<file path="src/rtl/bitclear_pkg.sv">
package bitclear_pkg;

  typedef enum logic {
    BC_IDLE = 1'b0,
    BC_RUN  = 1'b1
  } bc_state_t;

endpackage

</file>
<file path="src/rtl/bc_lowbit_clear.sv">
// Removes the least significant set bit of a word and reports an empty word.
module bc_lowbit_clear #(
  parameter int WIDTH = 256
) (
  input  logic [WIDTH-1:0] word_in,
  output logic [WIDTH-1:0] word_out,
  output logic             is_empty
);

  logic [WIDTH-1:0] dec;

  always_comb begin
    dec      = word_in - {{(WIDTH-1){1'b0}}, 1'b1};
    word_out = word_in & dec;
    is_empty = (word_in == '0);
  end

endmodule

</file>
<file path="src/rtl/bc_step_counter.sv">
// Count register with captured threshold and registered comparison flag.
module bc_step_counter #(
  parameter int CNT_W = 9
) (
  input  logic             clk,
  input  logic             rst,
  input  logic             load,
  input  logic             step,
  input  logic [CNT_W-1:0] thr_in,
  output logic [CNT_W-1:0] count_q,
  output logic             flag_q
);

  logic [CNT_W-1:0] thr_q;
  logic [CNT_W-1:0] count_inc;

  always_comb begin
    count_inc = count_q + {{(CNT_W-1){1'b0}}, 1'b1};
  end

  always_ff @(posedge clk) begin
    if (rst) begin
      count_q <= '0;
      thr_q   <= '0;
      flag_q  <= 1'b0;
    end else if (load) begin
      count_q <= '0;
      thr_q   <= thr_in;
      flag_q  <= 1'b0;
    end else if (step) begin
      count_q <= count_inc;
      flag_q  <= (count_inc > thr_q);
    end
  end

endmodule

</file>
<file path="src/rtl/bitclear_popcount.sv">
module bitclear_popcount #(
  parameter  int DATA_W = 256,
  localparam int CNT_W  = $clog2(DATA_W + 1)
) (
  input  logic              clk,
  input  logic              rst,
  input  logic              start,
  input  logic [DATA_W-1:0] data_in,
  input  logic [CNT_W-1:0]  threshold,
  output logic [CNT_W-1:0]  count,
  output logic              over_thr,
  output logic              done,
  output logic              busy
);

  import bitclear_pkg::*;

  bc_state_t         state_q;
  logic [DATA_W-1:0] work_q;
  logic [DATA_W-1:0] work_nxt;
  logic              work_empty;
  logic              load;
  logic              step;
  logic              done_q;

  bc_lowbit_clear #(.WIDTH(DATA_W)) u_clear (
    .word_in  (work_q),
    .word_out (work_nxt),
    .is_empty (work_empty)
  );

  always_comb begin
    load = (state_q == BC_IDLE) && start;
    step = (state_q == BC_RUN) && !work_empty;
  end

  always_ff @(posedge clk) begin
    if (rst) begin
      state_q <= BC_IDLE;
      work_q  <= '0;
      done_q  <= 1'b0;
    end else begin
      done_q <= 1'b0;
      case (state_q)
        BC_IDLE: begin
          if (start) begin
            work_q  <= data_in;
            state_q <= BC_RUN;
          end
        end
        BC_RUN: begin
          if (work_empty) begin
            state_q <= BC_IDLE;
            done_q  <= 1'b1;
          end else begin
            work_q <= work_nxt;
          end
        end
        default: state_q <= BC_IDLE;
      endcase
    end
  end

  bc_step_counter #(.CNT_W(CNT_W)) u_cnt (
    .clk     (clk),
    .rst     (rst),
    .load    (load),
    .step    (step),
    .thr_in  (threshold),
    .count_q (count),
    .flag_q  (over_thr)
  );

  always_comb begin
    done = done_q;
    busy = (state_q == BC_RUN);
  end

endmodule

</file>
<file path="config.mk">
export PLATFORM = sky130hd
export DESIGN_NAME = bitclear_popcount
export DESIGN_NICKNAME = d
export VERILOG_FILES = /design/src/rtl/bitclear_pkg.sv /design/src/rtl/bc_lowbit_clear.sv /design/src/rtl/bc_step_counter.sv /design/src/rtl/bitclear_popcount.sv
export SDC_FILE = /design/constraint.sdc
export NUM_CORES = 1
export LEC_CHECK = 0
export BUFFER_PORTS_ARGS = -buffer_cell sky130_fd_sc_hd__buf_2
export CORE_MARGIN = 4
export CORE_UTILIZATION = 24
export CTS_CLUSTER_SIZE = 12
export DETAILED_ROUTE_END_ITERATION = 12
export HOLD_SLACK_MARGIN = 0.08
export PLACE_DENSITY = 0.43
export RECOVER_POWER = 25
export SYNTH_ARGS = -nofsm -noshare
export SYNTH_HDL_FRONTEND = slang
export SYNTH_SLANG_ARGS = --single-unit
</file>
<file path="constraint.sdc">
create_clock -name clk -period 3.85 [get_ports clk]
set_input_delay 0.5775 -clock clk [delete_from_list [all_inputs] [get_ports clk]]
set_output_delay 0.5775 -clock clk [all_outputs]
set_load 0.02 [all_outputs]
</file>
==> flow_metrics.env, run 1 <==
export IMPL_grt_pass1_vias=16927
export IMPL_syn_num_nets=2216
export IMPL_drt_wirelength_per_cell_um=25.3
export IMPL_synth_top_cell_area_share=0.367
export IMPL_async_flop_share=0
export IMPL_cts_tree="done"
export IMPL_dpl_instance_area_sq_um=18000
export IMPL_peakVddDrop_mv=0.227
export IMPL_cp_end_kind="register"
export IMPL_dr_pass1_iters=5
export IMPL_hold_violations=0
export IMPL_area_growth_pct=26.9
export IMPL_period_minus_slack_ns=3.72
export IMPL_violations="max-capacitance violations, max-slew violations"
export IMPL_critPathKind="register to register"
export IMPL_stdcell_area_sq_um=19200
export IMPL_crit_fanout=65
export IMPL_yosysWarnings=0
export IMPL_ys_flop_type="dfxtp_1"
export IMPL_synth_seq_cells=277
export IMPL_clock_sinks=277
export IMPL_status="complete, but fails checks"
export IMPL_slew_headroom=-0.213
export IMPL_reg2regPathDepth=9
export IMPL_gr_usage_all_layers=0.221
export IMPL_cts_made_buffers=37
export IMPL_clk_path_buf_depth=3
export IMPL_final_fill_count=6709
export IMPL_drcViolationCount=0
export IMPL_clk_pin_slew_ns=0.06
export IMPL_synth_common_cells="277 x dfxtp_1, 206 x nand2_1, 194 x o21ai_0"
export IMPL_ant_nets=0
export IMPL_yosysMostFrequentCell="dfxtp_1"
export IMPL_leakagePower_nw=7.23
export IMPL_core_sq_um=62100
export IMPL_routed_wl_um=78100
export IMPL_fin_nets=2501
export IMPL_overflow=0
export IMPL_setup_tns_ns=0
export IMPL_arrival_ns=4.21
export IMPL_drtIter0Drc=1963
export IMPL_r2r_end="work_q[51]$_SDFFE_PP0P_"
export IMPL_num_vias=17697
export IMPL_ios=280
export IMPL_power_density_nw_per_um2=447
export IMPL_syn_cell_area_sq_um=15100
export IMPL_root_buffer="clkbuf_16"
export IMPL_report_final_setup_viol=0
export IMPL_initial_core_util=0.243
export IMPL_globalplace_congestion=0.928
export IMPL_holdPathStages=3
export IMPL_synth_edf_count=0
export IMPL_vias_per_cell=5.74
export IMPL_hpwlAfterDp_um=57600
export IMPL_synthCells=1938
export IMPL_start_kind="register"
export IMPL_ff_latch_area_sq_um=5550
export IMPL_fin_skew_ns=0.0112
export IMPL_row_count=91
export IMPL_min_to="work_q[228]$_SDFFE_PP0P_"
export IMPL_timing_rr_start="work_q[148]$_SDFFE_PP0P_"
export IMPL_cts_resized_gates=0
export IMPL_min_period_over_period=0.965
export IMPL_antenna_found_initial=1
export IMPL_hold_class="input pin to register"
export IMPL_drive_gt1_frac=0.210
export IMPL_max_cap_violations=1
export IMPL_seq_area_frac_synth=0.367
export IMPL_post_cts_buffers=0
export IMPL_fmax_ghz=0.269
export IMPL_numPortBuffers=279
export IMPL_die_h_um=259
export IMPL_grt_pass1_wl_um=114000
export IMPL_worstSkewPairLatency_ns=0.55
export IMPL_min_from="data_in[228]"
export IMPL_drv_slew=34
export IMPL_synth_top_area_cell="dfxtp_1"
export IMPL_cts_hold_buf=0
export IMPL_grt_max_degree=120
export IMPL_die_w_um=259
export IMPL_tightest_slew_ns=1.82
export IMPL_grt_setup_unrepaired="false"
export IMPL_crit_required_ns=4.34
export IMPL_total_power_w=0.00856
export IMPL_yosys_top_cells_area="dfxtp_1 37%, o21ai_0 6.4%, a21oi_1 6.0%, nand2_1 5.1%, nor4_1 3.6%"
export IMPL_reg2reg_slack_ns=0.13
export IMPL_h_tree_depth=2
export IMPL_ys_types=74
export IMPL_multi_input_area_sq_um=9010
export IMPL_syn_area_per_cell_sq_um=7.79
export IMPL_die_area_sq_um=67000
## registers in the layout (all words and copies together) (netlist names)
name,flops
u_cnt.thr_q,9
done,1
work_q,256
busy,1
u_cnt.flag_q,1
u_cnt.count_q,9
## cells in the final DEF, fill, tap and decap left out, types with 9 or more instances in the layout
cell type,n
nand4_1,41
ha_1,10
o311a_1,16
or3_1,58
and3_1,14
buf_12,13
o21ai_0,194
or2_2,21
o22ai_1,20
o211ai_1,28
o311ai_0,18
nor2_1,105
nor3_1,83
clkbuf_1,24
nor4b_1,10
a32o_1,17
a31oi_1,30
inv_1,20
clkbuf_16,37
nand3_1,74
a221o_1,32
or4_1,67
nand2_1,206
dfxtp_1,277
a21oi_1,182
mux2i_1,15
buf_4,81
a211oi_1,9
a22oi_1,25
buf_2,266
nor4_1,85
## worst max-delay path, stage by stage (launching register included)
cell and delay, ns:
dfxtp_1 0.37, or4_1 0.68, or2_2 0.45, nor4_1 0.46, nand4_1 0.24, buf_4 0.24, o41a_2 0.52, buf_6 0.28
o21ai_0 0.16, a32o_1 0.19
## metrics by stage
step | hold WS [ns] | cells | setup WS [ns] | util
after CTS | 0.201 | 3084 | 0.0789 | 0.310
after global placement | 0.445 | 3021 | 0.110 | 0.290
after detailed placement | 0.456 | 3021 | 0.0934 | 0.290
after floorplan | 0.436 | 1938 | 0.319 | -
after global routing | 0.227 | 3084 | 0.00545 | 0.309
final | 0.226 | 3085 | 0.134 | 0.309
## worst max-delay path by stage
stage                                     endpoint                     start  depth (start not counted)
after floorplan           work_q[210]$_SDFFE_PP0P_   work_q[44]$_SDFFE_PP0P_                          8
after global placement    work_q[177]$_SDFFE_PP0P_   work_q[44]$_SDFFE_PP0P_                          7
after detailed placement  work_q[177]$_SDFFE_PP0P_   work_q[44]$_SDFFE_PP0P_                          7
after CTS                 work_q[177]$_SDFFE_PP0P_   work_q[44]$_SDFFE_PP0P_                          7
after global routing      work_q[133]$_SDFFE_PP0P_           busy$_SDFF_PP0_                          5
final                      work_q[51]$_SDFFE_PP0P_  work_q[148]$_SDFFE_PP0P_                          9
## layer usage
metal / part of all wire / routed length (um) / GRT usage / up-vias
met5: 0 / 0 / 0 / -
met4: 0.025 / 1960 / 0.0573 / 0
met3: 0.079 / 6200 / 0.0413 / 125
met2: 0.45 / 35400 / 0.351 / 861
met1: 0.44 / 34600 / 0.310 / 8576
li1: - / - / - / 8135
## kinds of logic (layout without fill, tap and decap cells)
kind of cell / Yosys count / after routing / share of synthesized area
AO/OA/AOI/OAI: 650 / 650 / 0.277
XOR/XNOR: 9 / 9 / 0.00522
adder cells (fa/ha/maj): 10 / 10 / 0.00828
buffers and inverters: 153 / 462 / 0.0393
flip-flops: 277 / 277 / 0.367
multiplexers: 15 / 15 / 0.00994
other: 0 / 1 / 0
AND/OR/NAND/NOR: 824 / 824 / 0.293
## final cells by class
class                           count  share of cell area
Tap cell                          837              0.0547
Inverter                           21             0.00424
Antenna cell                        1            0.000131
Timing Repair Buffer              378               0.119
Sequential cell                   277               0.289
Multi-Input combinational cell   1508               0.470
Clock inverter                     10             0.00666
Clock buffer                       53              0.0556
## report_power, final
part / total (W) / leakage, nW / internal [W] / switching, W
combinational: 0.00175 / 4.37 / 0.000643 / 0.00110
clock: 0.00353 / 0.589 / 0.00212 / 0.00141
sequential: 0.00328 / 2.28 / 0.00306 / 0.000227
(Power assumes the default switching activity.)
==> run 2, diff against run 1 <==
Settings changed: PLACE_DENSITY 0.43 to 0.45.
==> run 2 against run 1 <==
The run still ends with max-capacitance violations, max-slew violations left. Global-route usage rose by 0.11 points. Flip-flop and latch count stayed put. Cell count grew 0.23%. Clock-buffer cell count unchanged. Total power increased by 0.48%. Die area stayed put. Utilization rose by 0.15 points. Critical endpoint is now work_q[210]$_SDFFE_PP0P_. Highest routed layer is now met5.
==> flow_metrics.env, run 2 (same netlist as run 1, synthesis figures left out) <==
export IMPL_fin_skew_ns=0.0359
export IMPL_slew_headroom=-0.169
export IMPL_ios=280
export IMPL_fin_nets=2506
export IMPL_hold_class="input pin to register"
export IMPL_reg_largest_list="work_q x256, u_cnt.count_q x9, u_cnt.thr_q x9"
export IMPL_overflow=0
export IMPL_root_buffer="clkbuf_16"
export IMPL_drive_gt1_frac=0.214
export IMPL_cpMostUsedCell="or4_4"
export IMPL_die_area_sq_um=67000
export IMPL_antenna_found_initial=5
export IMPL_area_growth_pct=27.5
export IMPL_crit_required_ns=4.28
export IMPL_peakVddDrop_mv=0.200
export IMPL_crit_slowest_cell="or4b_4"
export IMPL_drt_wirelength_per_cell_um=25.4
export IMPL_start_kind="register"
export IMPL_globalplace_congestion=0.918
export IMPL_post_cts_buffers=0
export IMPL_core_sq_um=62100
export IMPL_largest_reg_flops=256
export IMPL_cts_tree="done"
export IMPL_routed_wl_um=78400
export IMPL_vias_per_cell=5.72
export IMPL_ant_nets=0
export IMPL_clk_path_buf_depth=3
export IMPL_highest_layer="met5"
export IMPL_final_common_cell="dfxtp_1"
export IMPL_drcViolationCount=0
export IMPL_swShare=0.320
export IMPL_cpPeakStageDelay_ns=0.64
export IMPL_setup_tns_ns=0
export IMPL_worstSkewPairLatency_ns=0.57
export IMPL_drv_slew=31
export IMPL_die_h_um=259
export IMPL_cp_end_kind="register"
export IMPL_total_power_w=0.00860
export IMPL_final_fill_count=6709
export IMPL_power_density_nw_per_um2=447
export IMPL_min_period_over_period=0.967
export IMPL_initial_core_util=0.243
export IMPL_row_count=91
export IMPL_clk_pin_slew_ns=0.06
export IMPL_mostFrequentLayoutCells="277 x dfxtp_1, 266 x buf_2, 206 x nand2_1"
export IMPL_clock_sinks=277
export IMPL_grt_setup_unrepaired="false"
export IMPL_met2_length_um=35500
export IMPL_die_w_um=259
export IMPL_p_comb_frac=0.205
export IMPL_critPathKind="register to register"
export IMPL_utilization=0.310
export IMPL_grt_max_degree=180
export IMPL_hpwlAfterDp_um=58000
export IMPL_dr_pass1_iters=7
export IMPL_tightest_slew_ns=1.75
export IMPL_hold_violations=0
export IMPL_report_final_setup_viol=0
export IMPL_fmax_ghz=0.269
export IMPL_crit_fanout=10
export IMPL_numPortBuffers=279
export IMPL_max_cap_violations=1
export IMPL_violations="max-capacitance violations, max-slew violations"
export IMPL_arrival_ns=4.16
export IMPL_wl_met3_um=6210
export IMPL_leakagePower_nw=7.28
export IMPL_num_vias=17685
export IMPL_p_switching_w=0.00275
export IMPL_path_cells="or4_4 > or4_4 > or4b_4 > nor4_4 > buf_4 > nand4b_4 > o311a_1 > a221o_1"
export IMPL_seq_power_share=0.381
export IMPL_drtIter0Drc=1722
export IMPL_status="complete, but fails checks"
export IMPL_intPower_w=0.00585
export IMPL_h_tree_depth=2
export IMPL_cts_made_buffers=37
export IMPL_gr_usage_all_layers=0.222
export IMPL_whs_ns=0.221
export IMPL_route_layer_met1_wl_um=34400
export IMPL_clkPwrFrac=0.414
export IMPL_grt_pass1_vias=17352
export IMPL_period_minus_slack_ns=3.72
export IMPL_grt_pass1_wl_um=114000
export IMPL_regMostFlops="work_q"
==> run 2: changes by cell type in the layout (fill, tap and decap cells not counted), moves of 2 or more <==
cell and change:
buf_4 +6, clkinv_2 -3, inv_6 +2, nor2_1 -2
==> run 2: metrics by stage <==
stage / cells / area (sq um) / setup WS, ns
after floorplan: 1938 / 15100 / 0.319
after global routing: 3091 / 19200 / 0.0182
after CTS: 3090 / 19300 / 0.0544
after detailed placement: 3026 / 18000 / 0.0777
after global placement: 3026 / 18000 / 0.0977
final: 3092 / 19300 / 0.129
==> run 2: worst max-delay path: cells and delay by family, from the launching register on <==
kind / cells / cell delay, ns
AOI/OAI and AO/OA: 2 / 0.64
buffers and inverters: 1 / 0.26
DFF: 1 / 0.34
and+or+nand+nor: 5 / 2.34
==> run 2: cell type report <==
class                      instances  area (sq um)  share of cell area
antenna                            2          5.00            0.000260
clock buffer                      53          1080              0.0559
clock inverter                    11           144             0.00747
inverter                          21          81.3             0.00422
multi-input combinational       1508          9050               0.470
sequential                       277          5550               0.288
tap                              837          1050              0.0544
timing repair buffer             383          2300               0.119
==> run 2: power groups by stage <==
stage | registers (W) | logic (W) | clock network, W
6_report | 0.00328 | 0.00176 | 0.00356
5_1_grt | 0.00330 | 0.00192 | 0.00374
4_1_cts | 0.00327 | 0.00174 | 0.00365
3_5_place_dp | 0.00333 | 0.00174 | 0
3_3_place_gp | 0.00332 | 0.00174 | 0
2_1_floorplan | 0.00325 | 0.000993 | 0
==> run 2: what timing repair did <==
item | 4_1_cts | 5_1_grt
gates resized for setup | 0 | 7
endpoints found under the setup margin | 0 | 7
hold buffers | 0 | 0
==> run 2: worst paths after layout <==
path / cells past startpoint / slack [ns] / to / from
hold / removal: 2 / 0.22 / work_q[76]$_SDFFE_PP0P_ / data_in[76]
setup reg to reg: 8 / 0.13 / work_q[210]$_SDFFE_PP0P_ / work_q[44]$_SDFFE_PP0P_
setup / recovery: 8 / 0.13 / work_q[210]$_SDFFE_PP0P_ / work_q[44]$_SDFFE_PP0P_
hold reg to reg: 2 / 0.46 / u_cnt.thr_q[8]$_SDFFE_PP0P_ / u_cnt.thr_q[8]$_SDFFE_PP0P_
==> run 2: per-layer routing <==
metal  vias to the layer above  GRT usage
met5                         -          0
met2                       768      0.355
met3                       118     0.0462
li1                       8149          -
met4                         2     0.0679
met1                      8648      0.302
